$ cat src/rtl/lmm_pkg.sv
package lmm_pkg;
  typedef enum logic [1:0] {
    EV_NONE  = 2'd0,
    EV_GOOD  = 2'd1,
    EV_FAULT = 2'd2
  } lane_ev_t;
endpackage

$ cat src/rtl/lmm_lane.sv
module lmm_lane #(
  parameter int GAP_W  = 14,
  parameter int REPEAT = 4
) (
  input  logic             clk,
  input  logic             rst,
  input  logic             vld,
  input  logic             det,
  input  logic             ok,
  input  logic [GAP_W-1:0] gap_m1,
  output logic             intv_err,
  output logic             rpt_err,
  output logic             mrk_bad,
  output logic             lane_sync,
  output logic             sync_err,
  output logic             seen,
  output logic             fault_ev
);
  import lmm_pkg::*;
  localparam int EC_W = $clog2(REPEAT + 1);

  logic [GAP_W-1:0] cnt_q;
  logic [EC_W-1:0]  errc_q;
  logic             seen_q, intv_q, bad_q;
  logic             slot, spacing_fault;
  lane_ev_t         ev;

  assign slot = (cnt_q == '0);

  always_comb begin
    ev = EV_NONE;
    spacing_fault = 1'b0;
    if (vld && seen_q && (det || slot)) begin
      if (slot && det && ok) ev = EV_GOOD;
      else                   ev = EV_FAULT;
      spacing_fault = (det != slot);
    end
  end

  always_ff @(posedge clk) begin
    if (rst) begin
      seen_q <= 1'b0;
      cnt_q  <= '0;
      errc_q <= '0;
      intv_q <= 1'b0;
      bad_q  <= 1'b0;
    end else begin
      bad_q <= vld && det && !ok;
      if (vld) begin
        if (!seen_q) begin
          if (det && ok) begin
            seen_q <= 1'b1;
            cnt_q  <= gap_m1;
          end
        end else begin
          if (det || slot) cnt_q <= gap_m1;
          else             cnt_q <= cnt_q - 1'b1;
          if (ev == EV_GOOD) begin
            intv_q <= 1'b0;
            errc_q <= '0;
          end else if (ev == EV_FAULT) begin
            if (spacing_fault) intv_q <= 1'b1;
            if (errc_q != EC_W'(REPEAT)) errc_q <= errc_q + 1'b1;
          end
        end
      end
    end
  end

  assign intv_err  = intv_q;
  assign rpt_err   = (errc_q == EC_W'(REPEAT));
  assign mrk_bad   = bad_q;
  assign lane_sync = seen_q && !rpt_err;
  assign sync_err  = !lane_sync;
  assign seen      = seen_q;
  assign fault_ev  = (ev == EV_FAULT);

  assert_ignore_invalid_R7: assert property (@(posedge clk) disable iff (rst)
    !vld |=> ($stable(cnt_q) && $stable(intv_q) && !mrk_bad));
  assert_intv_needs_seen_R1: assert property (@(posedge clk) disable iff (rst)
    $rose(intv_err) |-> $past(vld && seen_q));
  assert_rpt_clear_good_R2: assert property (@(posedge clk) disable iff (rst)
    $fell(rpt_err) |-> $past(vld && det && ok));
  assert_bad_from_marker_R3: assert property (@(posedge clk) disable iff (rst)
    mrk_bad |-> $past(det));
endmodule

$ cat src/rtl/lmm_align.sv
module lmm_align #(
  parameter int LANES = 4,
  parameter int GAP_W = 14
) (
  input  logic             clk,
  input  logic             rst,
  input  logic             vld0,
  input  logic [LANES-1:0] lane_seen,
  input  logic [LANES-1:0] lane_fault,
  input  logic [GAP_W-1:0] gap_m1,
  output logic             misalign
);
  logic             all_seen_q, pend_q, mis_q;
  logic [GAP_W-1:0] mcnt_q;
  logic             fire;

  assign fire = pend_q && vld0 && (mcnt_q == '0);

  always_ff @(posedge clk) begin
    if (rst) begin
      all_seen_q <= 1'b0;
      pend_q     <= 1'b0;
      mcnt_q     <= '0;
      mis_q      <= 1'b0;
    end else begin
      mis_q <= 1'b0;
      if (&lane_seen) all_seen_q <= 1'b1;
      if (fire) begin
        mis_q  <= 1'b1;
        pend_q <= 1'b0;
      end else if (pend_q && vld0) begin
        mcnt_q <= mcnt_q - 1'b1;
      end
      if (all_seen_q && vld0 && (|lane_fault) && (!pend_q || fire)) begin
        pend_q <= 1'b1;
        mcnt_q <= gap_m1;
      end
    end
  end

  assign misalign = mis_q;

  assert_misalign_armed_R4: assert property (@(posedge clk) disable iff (rst)
    misalign |-> all_seen_q);
  assert_misalign_from_pend_R5: assert property (@(posedge clk) disable iff (rst)
    misalign |-> $past(pend_q));
endmodule

$ cat src/rtl/lane_marker_monitor.sv
module lane_marker_monitor #(
  parameter int LANES  = 4,
  parameter int GAP_W  = 14,
  parameter int REPEAT = 4
) (
  input  logic             clk,
  input  logic             rst,
  input  logic [LANES-1:0] blk_vld,
  input  logic [LANES-1:0] mrk_det,
  input  logic [LANES-1:0] mrk_ok,
  input  logic [GAP_W-1:0] gap_m1,
  output logic [LANES-1:0] intv_err,
  output logic [LANES-1:0] rpt_err,
  output logic [LANES-1:0] mrk_bad,
  output logic [LANES-1:0] lane_sync,
  output logic [LANES-1:0] sync_err,
  output logic             misalign
);
  logic [LANES-1:0] seen, fault_ev;

  for (genvar g = 0; g < LANES; g++) begin : g_lane
    lmm_lane #(.GAP_W(GAP_W), .REPEAT(REPEAT)) u_lane (
      .clk(clk), .rst(rst),
      .vld(blk_vld[g]), .det(mrk_det[g]), .ok(mrk_ok[g]), .gap_m1(gap_m1),
      .intv_err(intv_err[g]), .rpt_err(rpt_err[g]), .mrk_bad(mrk_bad[g]),
      .lane_sync(lane_sync[g]), .sync_err(sync_err[g]),
      .seen(seen[g]), .fault_ev(fault_ev[g])
    );
  end

  lmm_align #(.LANES(LANES), .GAP_W(GAP_W)) u_align (
    .clk(clk), .rst(rst), .vld0(blk_vld[0]),
    .lane_seen(seen), .lane_fault(fault_ev), .gap_m1(gap_m1),
    .misalign(misalign)
  );

  assert_sync_never_with_rpt_R6: assert property (@(posedge clk) disable iff (rst)
    |(lane_sync & rpt_err) == 1'b0);
endmodule

$ cat config.mk
export PLATFORM = sky130hd
export DESIGN_NAME = lane_marker_monitor
export DESIGN_NICKNAME = d
export VERILOG_FILES = /design/src/rtl/lmm_pkg.sv /design/src/rtl/lmm_lane.sv /design/src/rtl/lmm_align.sv /design/src/rtl/lane_marker_monitor.sv
export SDC_FILE = /design/constraint.sdc
export NUM_CORES = 1
export LEC_CHECK = 0
export ABC_AREA = 0
export ABC_CLOCK_PERIOD_IN_PS = 7520
export BUFFER_PORTS_ARGS = -buffer_cell sky130_fd_sc_hd__buf_2
export CAP_MARGIN = 20
export CELL_PAD_IN_SITES_DETAIL_PLACEMENT = 2
export CELL_PAD_IN_SITES_GLOBAL_PLACEMENT = 2
export CORE_ASPECT_RATIO = 0.6
export CORE_UTILIZATION = 41
export CTS_BUF_LIST = sky130_fd_sc_hd__clkbuf_4
export CTS_CLUSTER_DIAMETER = 60
export CTS_CLUSTER_SIZE = 30
export DETAILED_ROUTE_END_ITERATION = 7
export GPL_ROUTABILITY_DRIVEN = 0
export PLACE_DENSITY_LB_ADDON = 0.1
export REMOVE_ABC_BUFFERS = 1
export SLEW_MARGIN = 30
export SYNTH_ARGS = -nofsm -noshare
export SYNTH_HDL_FRONTEND = slang
export SYNTH_HIERARCHICAL = 1
export SYNTH_SLANG_ARGS = --single-unit
$ cat constraint.sdc
create_clock -name clk -period 7.52 [get_ports clk]
set_input_delay 0.376 -clock clk [delete_from_list [all_inputs] [get_ports clk]]
set_output_delay 0.376 -clock clk [all_outputs]
set_load 0.005 [all_outputs]
==> impl_metrics.toml, run 1 <==
[floorplan]
start_util_pct = 42.4
coreArea_um2 = 14600
io-pin-count = 49
die_h_um = 97.3
die_width_um = 161
rows = 34
die-area_um2 = 15600

[synthesis]
synth_top_area_share_pct = 31.3
synth_edf_count = 0
avgSynthCellArea_um2 = 8.17
yosysUniqueCellTypes = 64
netlist_area_um2 = 6200
ys_seq_area_share_pct = 31.3
yosysTopAreaCell = "dfxtp_1"
synth_seq_cells = 97
synth_area_leaders = "dfxtp_1, a21oi_1, nand2_1"
ys_warn_count = 6
async_flop_share_pct = 0
ys.flop_type = "dfxtp_1"
synthCells = 759

[sta]
relSlewSlack_pct = 51.1
hold_viol_final = 0
max_freq_mhz = 212
final-max-slew-violation-count = 0
fin_setup_tns_ps = 0
setup_viol = 0
rsz0062_at_grt = "no"
fin_crit_sh_pct = 62.8
max_slew.worst_pin.slew_ps = 733
fin_crit_ps = 4720
clock_skew_ps = 24.4

[status]
status = "complete, no violations"

[min_path]
hold_class = "in -> reg"
min_from = "mrk_ok[1]"
hold_path_end = "g_lane[1].u_lane/mrk_bad"
worstHoldPathCells = 2

[setup_path]
crit_path_max_incr_delay_ps = 530
rr_startpoint = "g_lane[0].u_lane/cnt_q[0]"
critPathLaunchType = "register"
crit_type = "reg -> reg"
cp_top_family = "simple AND/OR/NAND/NOR gates"
end_kind = "register"
cp_cell_sequence = "inv_1, ha_1, or4b_4, or4_4, or3_2, ha_1, and3b_1, nor2b_1, or4_1, nand3_2, nand2_2, o21ai_0, a32o_1"
critPathMostFrequentCell = "ha_1"
crit_required_ps = 7900
worst-r2r-setup-slack_ps = 2800
reg2reg_depth = 13
path_buf_inv = 1
cp.arrival_ps = 5100
crit_path_max_fanout = 15
slowest_stage = "or4b_4"
r2r-end = "u_align/mcnt_q[7]"

[clock_network]
postCtsHoldBufs = 0
post_cts_buffers = 0
ctsResizeCount = 0
numClockSinks = 97
cts-root-buf = "clkbuf_4"
clk_pin_slew_ps = 170
tritoncts = "done"
worstSkewPairLatency_ps = 460
clock_path_buffers = 2
h-tree-depth = 3
cts_buffers = 9

[routing]
drtIter0Drc = 386
drt-total-wl_mm = 22.0
dr_total_vias = 6181
first_pass_iters = 4
vias_per_cell = 6.35
wire_per_inst_um = 22.6
wl_met3_um = 735
drtAntennaViolNets = 0
dr_wl_met2_mm = 9.90
wl_met1_mm = 11.1
highest_layer = "met4"
drc = 0

[final_layout]
drive_gt1_share_pct = 13.8
layout.nets = 821
design_area_um2 = 6490
n_antenna_cell = 0
fin_util_pct = 44.4
area_growth_pct = 4.68

[power]
peakVddDrop_uv = 67.3
leakagePower_nw = 2.59
p_per_area_nw_per_um2 = 174

[place]
portBuffers = 48
dp_hpwl_mm = 16.1
postPlaceCellArea_um2 = 6390

[global_route]
track_usage_pct = 28.9
grt_pass1_wl_mm = 35.8
grt_pass1_vias = 6506
grt_max_degree = 56
grt_overflow = 0
antenna_found_initial = 0

[flow_run]
maxCapViolations = 0
==> area by class of cell <==
class,instances,area (um2)
fill,1754,8140
timing repair buffer,49,248
sequential,97,1940
clock buffer,9,67.6
multi-input combinational,571,3790
tap,198,248
clock inverter,7,37.5
inverter,43,161
==> logic make-up (layout without fill, tap and decap cells) <==
kind of cell,Yosys count,after routing,synth area share [%]
AOI/OAI and AO/OA,250,250,29.7
adders and majority gates,22,22,4.44
buffers and inverters,91,108,7.61
DFF,97,97,31.3
muxes,4,4,0.726
and+or+nand+nor,295,295,26.2
==> state kept, by name, summed over array words and instances, names as in the netlist <==
name / count
g_lane.u_lane/intv_err: 4
u_align/mcnt_q: 14
g_lane.u_lane/seen: 4
u_align/pend_q: 1
g_lane.u_lane/errc_q: 12
u_align/all_seen_q: 1
g_lane.u_lane/mrk_bad: 4
u_align/misalign: 1
g_lane.u_lane/cnt_q: 56
==> cells in the mapped netlist (5+ instances only) <==
cell and number:
or3_2 7, o32ai_1 6, or3_1 25, a41oi_1 5, clkbuf_1 23, a21oi_1 62
inv_1 43, o221a_2 9, nor2_1 53, o211ai_1 13, nand3_1 18, a211oi_1 21
nor4_1 15, buf_6 11, a32o_1 14, ha_1 22, a32oi_1 5, dfxtp_1 97
nor3_1 23, o21ai_0 34, o41ai_1 13, a21o_1 5, nand2_1 74, nand3b_1 7
a22oi_1 5, buf_2 8, nand2b_1 8, or4_1 15, nor2b_1 11, and2_1 9
a31oi_1 20
==> power breakdown <==
| part | internal (mW) | leakage (nW) | switching (mW) | total [mW] |
|---|---|---|---|---|
| registers | 0.537 | 0.789 | 0.0290 | 0.566 |
| logic | 0.115 | 1.75 | 0.198 | 0.313 |
| clock network | 0.0643 | 0.0566 | 0.188 | 0.253 |
| total | 0.716 | 2.59 | 0.416 | 1.13 |
==> placed cells by master, fill, tap and decap left out, drive strengths merged, types with 8 or more instances in the layout <==
| cell type | instances |
|---|---|
| buf | 49 |
| nand2 | 76 |
| o41ai | 15 |
| clkbuf | 9 |
| a21oi | 63 |
| or4 | 19 |
| nor2 | 54 |
| nor2b | 11 |
| ha | 22 |
| o221a | 9 |
| a32o | 14 |
| o21ai | 37 |
| nor3 | 23 |
| dfxtp | 97 |
| inv | 43 |
| nand3 | 19 |
| nor4 | 16 |
| a31oi | 20 |
| and2 | 9 |
| o211ai | 13 |
| nand2b | 8 |
| a211oi | 23 |
| or3 | 35 |
==> layer usage <==
layer  global-route usage, %  vias up
met5                       0        -
met4                    6.24        0
met3                    3.80       20
met2                    45.5      109
met1                    41.7     3153
li1                        -     2899
==> through the flow <==
step	instances	total power, mW	hold slack (ps)	worst slack (ps)
final	974	1.13	132	2800
after global routing	974	1.19	106	2570
after CTS	974	1.14	99.1	2780
after detailed placement	958	0.882	481	2810
after floorplan	711	0.767	441	3510
after global placement	958	0.858	458	3060
==> how the worst max path moves through the flow <==
stage / startpoint / endpoint / slack (ps) / cells past startpoint
finish: g_lane[0].u_lane/cnt_q[0] / u_align/mcnt_q[7] / 2800 / 13
global route: g_lane[0].u_lane/cnt_q[0] / u_align/mcnt_q[7] / 2570 / 13
CTS: g_lane[0].u_lane/cnt_q[0] / u_align/mcnt_q[7] / 2780 / 13
detailed placement: g_lane[0].u_lane/cnt_q[0] / u_align/mcnt_q[7] / 2810 / 13
global placement: g_lane[0].u_lane/cnt_q[0] / u_align/mcnt_q[7] / 3060 / 13
floorplan: g_lane[1].u_lane/cnt_q[0] / u_align/mcnt_q[7] / 3510 / 14
Power figures use the tool's default switching activity.
==> inputs of run 2 (changes only) <==
- ABC_CLOCK_PERIOD_IN_PS: 7520 -> 4900
- CORE_UTILIZATION: 41 -> 38
- clock period: 7.52 -> 4.9 ns (I/O delays scaled with it)
==> impl_metrics.toml, run 2 (synthesized netlist as in run 1, its figures left out) <==
[global_route]
grt_max_degree = 44
grt_overflow = 0
grt_pass1_wl_mm = 35.8
antenna_found_initial = 1
grt_pass1_vias = 6454
track_usage_pct = 27.0

[final_layout]
n_antenna_cell = 0
layout_commonest_cell = "dfxtp_1"
n_fill_cell = 1805
area_growth_pct = 5.75
reg_top3 = "g_lane.u_lane/cnt_q x56, u_align/mcnt_q x14, g_lane.u_lane/errc_q x12"
largest-register = "g_lane.u_lane/cnt_q"
mostFrequentLayoutCells = "dfxtp_1, nand2_1, a21oi_1"
drive_gt1_share_pct = 13.8
largest_reg_flops = 56
layout.nets = 827

[power]
power_mw = 1.75
p_per_area_nw_per_um2 = 266
leakagePower_nw = 2.62
peakVddDrop_uv = 111

[clock_network]
clock_path_buffers = 2
clk_pin_slew_ps = 170
tritoncts = "done"
cts_buffers = 9
h-tree-depth = 3
cts-root-buf = "clkbuf_4"
worstSkewPairLatency_ps = 470
numClockSinks = 97
post_cts_buffers = 0

[floorplan]
rows = 35
die_h_um = 101
die-area_um2 = 16900
die_width_um = 167
start_util_pct = 39.7
coreArea_um2 = 15600
io-pin-count = 49

[setup_path]
crit_path_max_fanout = 16
crit_required_ps = 5280
crit_type = "reg -> reg"
critPathLaunchType = "register"
cp.arrival_ps = 5050
end_kind = "register"

[routing]
first_pass_iters = 5
wire_per_inst_um = 22.6
drt-total-wl_mm = 22.2
drc = 0
drtIter0Drc = 404
dr_total_vias = 6249
vias_per_cell = 6.34
drtAntennaViolNets = 0

[flow_run]
maxCapViolations = 0

[place]
dp_hpwl_mm = 16.2
portBuffers = 48
place_ws_ps = 297

[sta]
rsz0062_at_grt = "no"
final-max-slew-violation-count = 0
fin_crit_sh_pct = 95.3
setup_viol = 0
max_freq_mhz = 214
fin_crit_ps = 4670
worst_slack_ps = 229
fin_setup_tns_ps = 0
relSlewSlack_pct = 39.9
clock_skew_ps = 24.2
hold_viol_final = 0
max_slew.worst_pin.slew_ps = 902

[min_path]
hold_class = "in -> reg"

[status]
status = "complete, no violations"
==> run 2: power breakdown <==
part	internal (mW)	total, mW	switching (mW)
logic	0.177	0.477	0.300
registers	0.824	0.870	0.0462
clock network	0.106	0.399	0.293
==> run 2: final cells by class <==
cell class                 instances  area [um2]  share of cell area (%)
clock buffer                      10        75.1                    1.14
tap                              203         254                    3.87
timing repair buffer              55         303                    4.62
clock inverter                     6        35.0                   0.534
inverter                          43         161                    2.46
sequential                        97        1940                    29.6
multi-input combinational        571        3790                    57.8
==> run 2: repair_timing <==
action | CTS | global route
resized for setup | 0 | 0
endpoints found under the hold margin | 4 | 0
hold buffers | 4 | 0
==> run 2: routing by layer <==
| layer | up-vias | global-route usage, % | wire (um) |
|---|---|---|---|
| met2 | 113 | 43.3 | 9970 |
| met3 | 27 | 3.65 | 683 |
| met4 | 0 | 8.12 | 421 |
| met1 | 3195 | 37.8 | 11100 |
| met5 | - | 0 | 0 |
| li1 | 2914 | - | - |
==> run 2: final timing paths <==
kind	start	endpoint	slack, ps	cells past startpoint
min	mrk_det[3]	g_lane[3].u_lane/mrk_bad	50	3
max reg2reg	g_lane[1].u_lane/cnt_q[0]	u_align/mcnt_q[9]	230	13
min reg2reg	g_lane[2].u_lane/errc_q[0]	g_lane[2].u_lane/errc_q[0]	490	2
max	g_lane[1].u_lane/cnt_q[0]	u_align/mcnt_q[9]	230	13
==> run 2: worst max-delay path, stage by stage (launching register included) <==
cell and delay [ps]:
dfxtp_1 370, inv_1 90, ha_1 260, or4b_4 510, or4_4 510, or3_2 490, ha_1 250, and3b_1 360
nor2b_1 350, or4_1 270, and3_1 360, nand2_4 220, mux2i_1 180, a2111oi_2 370
==> run 2: per-stage QoR <==
stage,hold WS (ps),area [um2],utilization [%],std cells
6_report,53.5,6560,41.9,985
5_1_grt,36.0,6560,41.9,985
4_1_cts,20.5,6560,41.9,985
3_5_place_dp,475,6410,41.0,965
3_3_place_gp,460,6410,41.0,965
2_1_floorplan,310,5890,-,711
==> inputs of run 3 (changes only) <==
- CORE_MARGIN: not set -> 5
==> impl_metrics.toml, run 3 (synthesized netlist as in run 1, its figures left out) <==
[routing]
vias_per_cell = 6.14
drc = 0
first_pass_iters = 4
dr_total_vias = 6107
drtIter0Drc = 242
drt-total-wl_mm = 22.1
wire_per_inst_um = 22.3
drtAntennaViolNets = 0

[clock_network]
clock_path_buffers = 2
h-tree-depth = 3
cts_buffers = 9
worstSkewPairLatency_ps = 500
cts-root-buf = "clkbuf_4"
tritoncts = "done"
post_cts_buffers = 0
clk_pin_slew_ps = 160
numClockSinks = 97

[power]
p_comb_share_pct = 25.5
power.share.clock_pct = 27.7
peakVddDrop_uv = 89.7
p_sw_share_pct = 34.8
seqPwrFrac_pct = 46.8
power_mw = 1.86
leakagePower_nw = 2.66
p_per_area_nw_per_um2 = 280
intPower_mw = 1.21
p_sw_uw = 647

[global_route]
grt_overflow = 0
track_usage_pct = 23.5
grt_max_degree = 43
antenna_found_initial = 1
grt_pass1_wl_mm = 35.5
grt_pass1_vias = 6454

[final_layout]
area_growth_pct = 7.22
stdcell_count = 994
reg_top3 = "g_lane.u_lane/cnt_q x56, u_align/mcnt_q x14, g_lane.u_lane/errc_q x12"
layout_commonest_cell = "dfxtp_1"
mostFrequentLayoutCells = "dfxtp_1, nand2_1, a21oi_1"
drive_gt1_share_pct = 14.3
largest-register = "g_lane.u_lane/cnt_q"
design_area_um2 = 6650
layout.nets = 830
largest_reg_flops = 56
n_fill_cell = 1849

[place]
placed_cells = 971
portBuffers = 48
dp_hpwl_mm = 16.1
postPlaceCellArea_um2 = 6410

[floorplan]
die_width_um = 175
die-area_um2 = 19100
coreArea_um2 = 16100
rows = 36
die_h_um = 109
start_util_pct = 38.5
io-pin-count = 49

[setup_path]
worst-r2r-setup-slack_ps = 310
rr_startpoint = "g_lane[0].u_lane/cnt_q[0]"
end_kind = "register"
crit_required_ps = 5310
reg2reg_depth = 13
crit_path_max_fanout = 16
cp.arrival_ps = 5000
critPathLaunchType = "register"
r2r-end = "u_align/mcnt_q[7]"
crit_type = "reg -> reg"
crit_start = "g_lane[0].u_lane/cnt_q[0]"

[min_path]
hold_class = "in -> reg"
min_from = "mrk_det[1]"
hold_path_end = "g_lane[1].u_lane/mrk_bad"
worstHoldPathCells = 3

[sta]
whs_ps = 38.3
setup_viol = 0
final-max-slew-violation-count = 0
rsz0062_at_grt = "no"
fin_setup_tns_ps = 0
fin_crit_sh_pct = 93.7
relSlewSlack_pct = 39.0
fin_crit_ps = 4590
max_slew.worst_pin.slew_ps = 914
hold_viol_final = 0
clock_skew_ps = 18.1
max_freq_mhz = 218

[flow_run]
maxCapViolations = 0

[status]
status = "complete, no violations"
[run 3: cell types whose count changed in the layout (fill, tap and decap cells not counted)]
| cell | before | now |
|---|---|---|
| clkinv_2 | 0 | 1 |
| nor2b_1 | 11 | 9 |
| dlygate4sd3_1 | 4 | 7 |
| clkinv_1 | 3 | 0 |
| diode_2 | 0 | 1 |
| clkinvlp_4 | 2 | 1 |
| bufinv_16 | 0 | 2 |
| nor2b_2 | 0 | 2 |
[run 3: power groups by stage]
| stage | registers [mW] | clock network (mW) | logic (mW) |
|---|---|---|---|
| 2_1_floorplan | 0.869 | 0 | 0.308 |
| 3_3_place_gp | 0.881 | 0 | 0.440 |
| 3_5_place_dp | 0.885 | 0 | 0.465 |
| 4_1_cts | 0.869 | 0.530 | 0.472 |
| 5_1_grt | 0.876 | 0.557 | 0.526 |
| 6_report | 0.870 | 0.515 | 0.474 |
[run 3: final cells by class]
type | instances | area, um2 | area share (%)
inverters | 43 | 161 | 2.43
clock inverters | 5 | 81.3 | 1.22
flip-flops and latches | 97 | 1940 | 29.2
multi-input cells | 571 | 3790 | 57.0
clock buffers | 10 | 75.1 | 1.13
diodes | 1 | 2.50 | 0.0376
well taps | 209 | 262 | 3.93
repair buffers | 58 | 333 | 5.01
[run 3: timing repair]
item,4_1_cts,5_1_grt
setup endpoints to repair,0,1
hold endpoints to repair,4,1
hold buffers,6,1
gates resized for setup,0,2
[run 3: worst max-delay path, cell delays in order, from the launching register on]
cell     delay (ps)
dfxtp_1         370
inv_1            80
ha_1            240
or4b_4          510
or4_4           510
or3_2           480
ha_1            240
and3b_1         340
nor2b_1         360
or4_1           250
and3_1          350
nand2_4         210
mux2_4          340
a32o_1          200
[run 3: how the worst max path moves through the flow]
stage | to | slack, ps | depth (start not counted)
after floorplan | u_align/mcnt_q[7] | 890 | 14
after global placement | u_align/mcnt_q[7] | 530 | 13
after detailed placement | u_align/mcnt_q[5] | 330 | 13
after CTS | u_align/mcnt_q[5] | 280 | 13
after global routing | u_align/mcnt_q[5] | 20 | 13
final | u_align/mcnt_q[7] | 310 | 13
[run 3: metrics by stage]
step	util [%]	setup WS [ps]
after floorplan	-	894
after global placement	39.8	526
after detailed placement	39.8	328
after CTS	41.1	279
after global routing	41.2	24.7
final	41.2	307
[run 3: routing by layer]
layer  wire length (um)  global-route usage (%)
met1              11200                    32.4
met2               9840                    38.2
met3                740                    4.68
met4                357                    5.94
met5                  0                       0
